### src/rtl/memrd_pkg.sv
package memrd_pkg;
   localparam int BYTE_W = 8;

   typedef enum logic [2:0] {
      ST_IDLE    = 3'd0,
      ST_ADR_LO  = 3'd1,
      ST_ADR_HI  = 3'd2,
      ST_STREAM  = 3'd3,
      ST_DELIVER = 3'd4
   } rd_state_e;
endpackage

### src/rtl/memrd_seq.sv
module memrd_seq
   import memrd_pkg::*;
#(
   parameter logic [BYTE_W-1:0] OPCODE = 8'hF0
) (
   input  logic              clk,
   input  logic              rst_n,
   input  logic              bus_rst,
   input  logic              rx_valid,
   input  logic [BYTE_W-1:0] rx_byte,
   input  logic              tx_req,
   output rd_state_e         state_o,
   output logic              lo_cap,
   output logic              hi_cap,
   output logic              issue,
   output logic              deliver
);
   rd_state_e state_q, state_d;

   assign lo_cap  = !bus_rst && rx_valid && (state_q == ST_ADR_LO);
   assign hi_cap  = !bus_rst && rx_valid && (state_q == ST_ADR_HI);
   assign issue   = !bus_rst && tx_req   && (state_q == ST_STREAM);
   assign deliver = !bus_rst && (state_q == ST_DELIVER);
   assign state_o = state_q;

   always_comb begin
      state_d = state_q;
      unique case (state_q)
         ST_IDLE:    if (rx_valid && rx_byte == OPCODE) state_d = ST_ADR_LO;
         ST_ADR_LO:  if (rx_valid) state_d = ST_ADR_HI;
         ST_ADR_HI:  if (rx_valid) state_d = ST_STREAM;
         ST_STREAM:  if (tx_req) state_d = ST_DELIVER;
         ST_DELIVER: state_d = ST_STREAM;
         default:    state_d = ST_IDLE;
      endcase
      if (bus_rst) state_d = ST_IDLE;
   end

   always_ff @(posedge clk or negedge rst_n) begin
      if (!rst_n) state_q <= ST_IDLE;
      else        state_q <= state_d;
   end

   // a bus reset always lands in idle
   a_r9_abort_to_idle: assert property (@(posedge clk) disable iff (!rst_n)
      bus_rst |=> (state_q == ST_IDLE));
   // an accepted request moves to the delivery cycle
   a_r4_req_delivers: assert property (@(posedge clk) disable iff (!rst_n)
      (state_q == ST_STREAM && tx_req && !bus_rst) |=> (state_q == ST_DELIVER));
   // idle is left only on the opcode
   a_r2_idle_needs_opcode: assert property (@(posedge clk) disable iff (!rst_n)
      (state_q == ST_IDLE && !(rx_valid && rx_byte == OPCODE)) |=> (state_q == ST_IDLE));
endmodule

### src/rtl/memrd_addr.sv
module memrd_addr
   import memrd_pkg::*;
#(
   parameter int ADDR_W = 16
) (
   input  logic              clk,
   input  logic              rst_n,
   input  logic              lo_cap,
   input  logic              hi_cap,
   input  logic              deliver,
   input  logic [BYTE_W-1:0] rx_byte,
   output logic [ADDR_W-1:0] ptr,
   output logic [ADDR_W-1:0] tgt
);
   localparam int HI_W = ADDR_W - BYTE_W;
   localparam logic [ADDR_W-1:0] PTR_MAX = {ADDR_W{1'b1}};

   logic [BYTE_W-1:0] lo_q;
   logic [ADDR_W-1:0] start_addr;

   assign start_addr = {rx_byte[HI_W-1:0], lo_q};

   always_ff @(posedge clk or negedge rst_n) begin
      if (!rst_n) begin
         lo_q <= '0;
         ptr  <= '0;
         tgt  <= '0;
      end else begin
         if (lo_cap) lo_q <= rx_byte;
         if (hi_cap) begin
            ptr <= start_addr;
            tgt <= start_addr;
         end else if (deliver) begin
            tgt <= ptr;
            if (ptr != PTR_MAX) ptr <= ptr + 1'b1;
         end
      end
   end

   // the next-read pointer never moves backwards while streaming
   a_r4_ptr_monotonic: assert property (@(posedge clk) disable iff (!rst_n)
      (deliver && !hi_cap) |=> (ptr >= $past(ptr)));
endmodule

### src/rtl/memrd_gate.sv
module memrd_gate #(
   parameter int          ADDR_W      = 16,
   parameter int unsigned LAST_ADDR   = 32'h97,
   parameter int unsigned SECRET_LO   = 32'h80,
   parameter int unsigned SECRET_HI   = 32'h87,
   parameter bit          MASK_SECRET = 1'b1
) (
   input  logic [ADDR_W-1:0] addr,
   output logic              readable
);
   localparam logic [ADDR_W-1:0] LAST_A = ADDR_W'(LAST_ADDR);
   localparam logic [ADDR_W-1:0] SEC_LO = ADDR_W'(SECRET_LO);
   localparam logic [ADDR_W-1:0] SEC_HI = ADDR_W'(SECRET_HI);

   logic in_range, in_secret;

   assign in_range = (addr <= LAST_A);

   generate
      if (MASK_SECRET) begin : g_mask
         assign in_secret = (addr >= SEC_LO) && (addr <= SEC_HI);
      end else begin : g_open
         assign in_secret = 1'b0;
      end
   endgenerate

   assign readable = in_range && !in_secret;
endmodule

### src/rtl/memrd_cmd_handler.sv
module memrd_cmd_handler
   import memrd_pkg::*;
#(
   parameter int                ADDR_W      = 16,
   parameter int unsigned       LAST_ADDR   = 32'h97,
   parameter int unsigned       SECRET_LO   = 32'h80,
   parameter int unsigned       SECRET_HI   = 32'h87,
   parameter bit                MASK_SECRET = 1'b1,
   parameter logic [BYTE_W-1:0] OPCODE      = 8'hF0,
   parameter logic [BYTE_W-1:0] FILL        = 8'hFF
) (
   input  logic              clk,
   input  logic              rst_n,
   input  logic              bus_rst,
   input  logic              rx_valid,
   input  logic [7:0]        rx_byte,
   input  logic              tx_req,
   output logic              tx_valid,
   output logic [7:0]        tx_byte,
   output logic              mem_rd_en,
   output logic [ADDR_W-1:0] mem_addr,
   input  logic [7:0]        mem_rdata,
   output logic [ADDR_W-1:0] tgt_addr
);
   generate
      if (ADDR_W <= BYTE_W || ADDR_W > 2 * BYTE_W) begin : g_bad_width
         $error("ADDR_W must lie between 9 and 16");
      end
      if (SECRET_LO > SECRET_HI) begin : g_bad_secret
         $error("SECRET_LO must not exceed SECRET_HI");
      end
      if (LAST_ADDR >= (32'd1 << ADDR_W)) begin : g_bad_last
         $error("LAST_ADDR does not fit in ADDR_W");
      end
   endgenerate

   rd_state_e         state;
   logic              lo_cap, hi_cap, issue, deliver, readable;
   logic [ADDR_W-1:0] ptr;

   memrd_seq #(.OPCODE(OPCODE)) u_seq (
      .clk(clk), .rst_n(rst_n), .bus_rst(bus_rst),
      .rx_valid(rx_valid), .rx_byte(rx_byte), .tx_req(tx_req),
      .state_o(state), .lo_cap(lo_cap), .hi_cap(hi_cap),
      .issue(issue), .deliver(deliver)
   );

   memrd_addr #(.ADDR_W(ADDR_W)) u_addr (
      .clk(clk), .rst_n(rst_n), .lo_cap(lo_cap), .hi_cap(hi_cap),
      .deliver(deliver), .rx_byte(rx_byte), .ptr(ptr), .tgt(tgt_addr)
   );

   memrd_gate #(
      .ADDR_W(ADDR_W), .LAST_ADDR(LAST_ADDR), .SECRET_LO(SECRET_LO),
      .SECRET_HI(SECRET_HI), .MASK_SECRET(MASK_SECRET)
   ) u_gate (
      .addr(ptr), .readable(readable)
   );

   assign mem_addr  = ptr;
   assign mem_rd_en = issue && readable;
   assign tx_valid  = deliver;
   assign tx_byte   = readable ? mem_rdata : FILL;

   // nothing is emitted in the first cycle after reset
   a_r1_quiet_after_reset: assert property (@(posedge clk)
      $rose(rst_n) |-> (!tx_valid && !mem_rd_en));
   // responses are single-cycle pulses
   a_r4_single_pulse: assert property (@(posedge clk) disable iff (!rst_n)
      tx_valid |=> !tx_valid);
   // the secret window is never fetched
   a_r6_no_secret_fetch: assert property (@(posedge clk) disable iff (!rst_n)
      mem_rd_en |-> !(MASK_SECRET && mem_addr >= ADDR_W'(SECRET_LO)
                      && mem_addr <= ADDR_W'(SECRET_HI)));
   // nothing above the last readable address is fetched
   a_r7_no_fetch_beyond: assert property (@(posedge clk) disable iff (!rst_n)
      mem_rd_en |-> (mem_addr <= ADDR_W'(LAST_ADDR)));
   // the target register holds the delivered byte's address
   a_r8_tgt_last_read: assert property (@(posedge clk) disable iff (!rst_n)
      tx_valid |=> (tgt_addr == $past(mem_addr)));
   // a memory read is always answered in the next cycle
   a_r5_fetch_answered: assert property (@(posedge clk) disable iff (!rst_n)
      (mem_rd_en && !$past(bus_rst)) |=> (tx_valid || bus_rst));
endmodule

### config.mk
export PLATFORM = sky130hd
export DESIGN_NAME = memrd_cmd_handler
export DESIGN_NICKNAME = d
export VERILOG_FILES = /design/src/rtl/memrd_pkg.sv /design/src/rtl/memrd_seq.sv /design/src/rtl/memrd_addr.sv /design/src/rtl/memrd_gate.sv /design/src/rtl/memrd_cmd_handler.sv
export SDC_FILE = /design/constraint.sdc
export NUM_CORES = 1
export LEC_CHECK = 0
export BUFFER_PORTS_ARGS = -buffer_cell sky130_fd_sc_hd__buf_4
export CAP_MARGIN = 15
export CORE_MARGIN = 10
export CORE_UTILIZATION = 40
export CTS_BUF_LIST = sky130_fd_sc_hd__clkbuf_4
export CTS_CLUSTER_SIZE = 28
export DETAILED_ROUTE_END_ITERATION = 8
export PLACE_DENSITY = 0.71
export SLEW_MARGIN = 20
export SYNTH_ARGS = -nofsm -noshare
export SYNTH_HDL_FRONTEND = slang
export SYNTH_SLANG_ARGS = --single-unit
### constraint.sdc
create_clock -name clk -period 2.8 [get_ports clk]
set_clock_uncertainty 0.1 [all_clocks]
set_input_delay 0.56 -clock clk [delete_from_list [all_inputs] [get_ports clk]]
set_output_delay 0.56 -clock clk [all_outputs]
set_load 0.02 [all_outputs]
==> impl_metrics.yaml <==
detailed_routing:
  num_vias: 2125
  drc: 0
  drt_iter0_drc: 157
  ant_nets: 0
  dr.pass1.iters: 4
  routed_wl_um: 6750
  wl_per_cell_um: 17.9
  vias_per_cell: 5.65
grt:
  antenna_found_initial: 0
  grt_pass1_wl_um: 11200
  overflow: 0
  grt_use_total_pct: 15.2
  grt_max_degree: 44
  grt_pass1_vias: 2141
place:
  portBuffers: 62
  place_congestion: 0.931
  dp_hpwl_um: 5010
layout:
  area_growth_pct: 25.8
  n_antenna_cell: 0
  final_nets: 326
  post_route_cells_drive_above_1_share_pct: 28.6
  multiInputGateArea_um2: 1110
  seqCellArea_um2: 1080
  fillCellCount: 539
logic_synthesis:
  synth_top_area_share_pct: 46.8
  synth_seq_cells: 43
  synth.most_common_cell: "dfrtp_1"
  yosys.area.top_type: "dfrtp_1"
  avgSynthCellArea_um2: 9.41
  synth_common_cells: "dfrtp_1 (43), nand2_1 (28), nor2_1 (17), a31oi_1 (13), clkbuf_1 (13)"
  synth_area_leaders: "dfrtp_1 (47%), nand2_1 (4.6%), mux2_2 (3.9%)"
  syn_nets: 267
  synth_edf_count: 0
  syn_inst: 244
  yosysUniqueCellTypes: 49
  syn_area_um2: 2300
  ys_warn_count: 0
  synth_ff_type: "dfrtp_1"
  ys_seq_area_share_pct: 46.8
  synthArstFlopShare_pct: 100
power_and_ir_drop:
  p_leak_nw: 1.32
  ir_drop_mv: 0.285
  total_power_mw: 1.72
  powerDensity_nw_per_um2: 596
die:
  initial_core_util_pct: 41.5
  rows: 27
  chipWidth_um: 95.8
  dieHeight_um: 95.8
  dieArea_um2: 9170
  fp.coreArea_um2: 5540
  io_pins: 63
cts:
  root_buffer: "clkbuf_4"
  cts_tree: "done"
  clock_tree.buffer_depth: 2
  ctsHoldBuffers: 0
  numCtsBuffers: 5
  numClockSinks: 43
  clk_pin_slew_ns: 0.12
  clock_latency_ns: 0.34
  htreeDepth: 2
  cts_resized: 0
  cts_setup_buffers: 0
timing:
  slew_headroom_pct: 64.4
  clock.fmax_mhz: 375
  min_period_ns: 2.66
  rsz0062_at_grt: "false"
  finalCritPeriodShare_pct: 95.2
  hold_viol: 0
  worstMarginPinSlew_ns: 0.535
  finalSetupViolCount: 0
  drv_slew: 0
  tns_ns: 0
critical_path:
  critPathKind: "register to output port"
  r2r_start: "u_seq.state_o[2]"
  crit_required_ns: 2.14
  cp_max_fo: 9
  end_kind: "output port"
  arrival_ns: 2.00
  startpoint: "u_addr.ptr[4]"
  crit_path_start_kind: "register"
job:
  drv_cap: 0
worst_hold_path:
  hold_class: "input port to async pin"
run_status:
  run_status: "completed"
-- per-stage QoR --
stage | std cells | hold WS (ns) | utilization [%] | setup WS (ns) | area [um^2]
6_report | 376 | 0.0809 | 52.2 | 0.135 | 2890
5_1_grt | 376 | 0.100 | 52.2 | 0.0452 | 2890
4_1_cts | 376 | 0.0936 | 52.2 | 0.146 | 2890
3_5_place_dp | 368 | 0.395 | 51.2 | 0.164 | 2840
3_3_place_gp | 368 | 0.387 | 51.2 | 0.209 | 2840
2_1_floorplan | 244 | 0.164 | - | 0.409 | 2300
-- registers in the layout (all words and copies together), names as in the netlist --
name / cells
u_addr.ptr: 16
u_addr.tgt: 16
u_addr.lo_q: 8
u_seq.state_o: 3
-- kinds of logic after synthesis --
group | synth area share [%]
xor gates and xnor gates | 1.14
buffers and inverters | 5.01
DFF | 46.8
AOI/OAI and AO/OA | 17.5
adders and majority gates | 1.09
and+or+nand+nor | 23.2
muxes | 5.23
-- worst paths after layout --
path / slack [ns] / cells past startpoint / end
max in group asynchronous: 2.16 / 1 / u_addr.tgt[15]
min reg2reg: 0.42 / 1 / u_addr.lo_q[4]
max reg2reg: 0.39 / 4 / u_addr.ptr[13]
max: 0.14 / 5 / mem_rd_en
min in group clk: 0.32 / 2 / u_seq.state_o[0]
min: 0.08 / 1 / u_addr.tgt[0]
-- worst max-delay path, stage by stage, from the launching register on --
cell	delay (ns)
dfrtp_1	0.52
xnor2_1	0.18
o31ai_1	0.22
and3_1	0.41
and2_1	0.18
buf_4	0.14
-- layout by cell type (no fill, tap or decap), types with 3 or more instances in the layout --
master and n:
a21oi_1 4, a221o_1 4, a31oi_1 13, and2_1 3
buf_4 70, clkbuf_4 6, clkinv_1 3, dfrtp_1 43
inv_1 8, mux2_2 8, mux2i_1 3, nand2_1 28
nand2b_1 9, nand3_1 8, nand4_1 7, nor2_1 17
nor3_1 4, nor4_1 6, o211ai_1 3, o21ai_0 9
o311ai_0 4, o31ai_1 5, or3_1 6, or4_1 3
-- final cells by class --
class	count	share of cell area [%]
repair buffers	70	18.2
clock inverters	2	0.260
well taps	72	3.12
multi-input cells	174	38.5
clock buffers	6	1.56
inverters	9	1.17
flip-flops and latches	43	37.2
-- layer usage --
layer  track usage (%)  up-vias  share of wire, %
li1                  -     1023                 -
met1              20.4     1010                46
met2              24.3       80                47
met3              2.80       12               5.8
met4              4.67        0               1.3
met5                 0        -                 0
-- report_power, final --
group	switching (mW)	internal (mW)	leakage [nW]	total [mW]
clock	0.194	0.103	0.0307	0.297
combinational	0.299	0.248	0.725	0.547
sequential	0.145	0.734	0.562	0.880
Note: power is estimated with default switching activity, not from simulation.
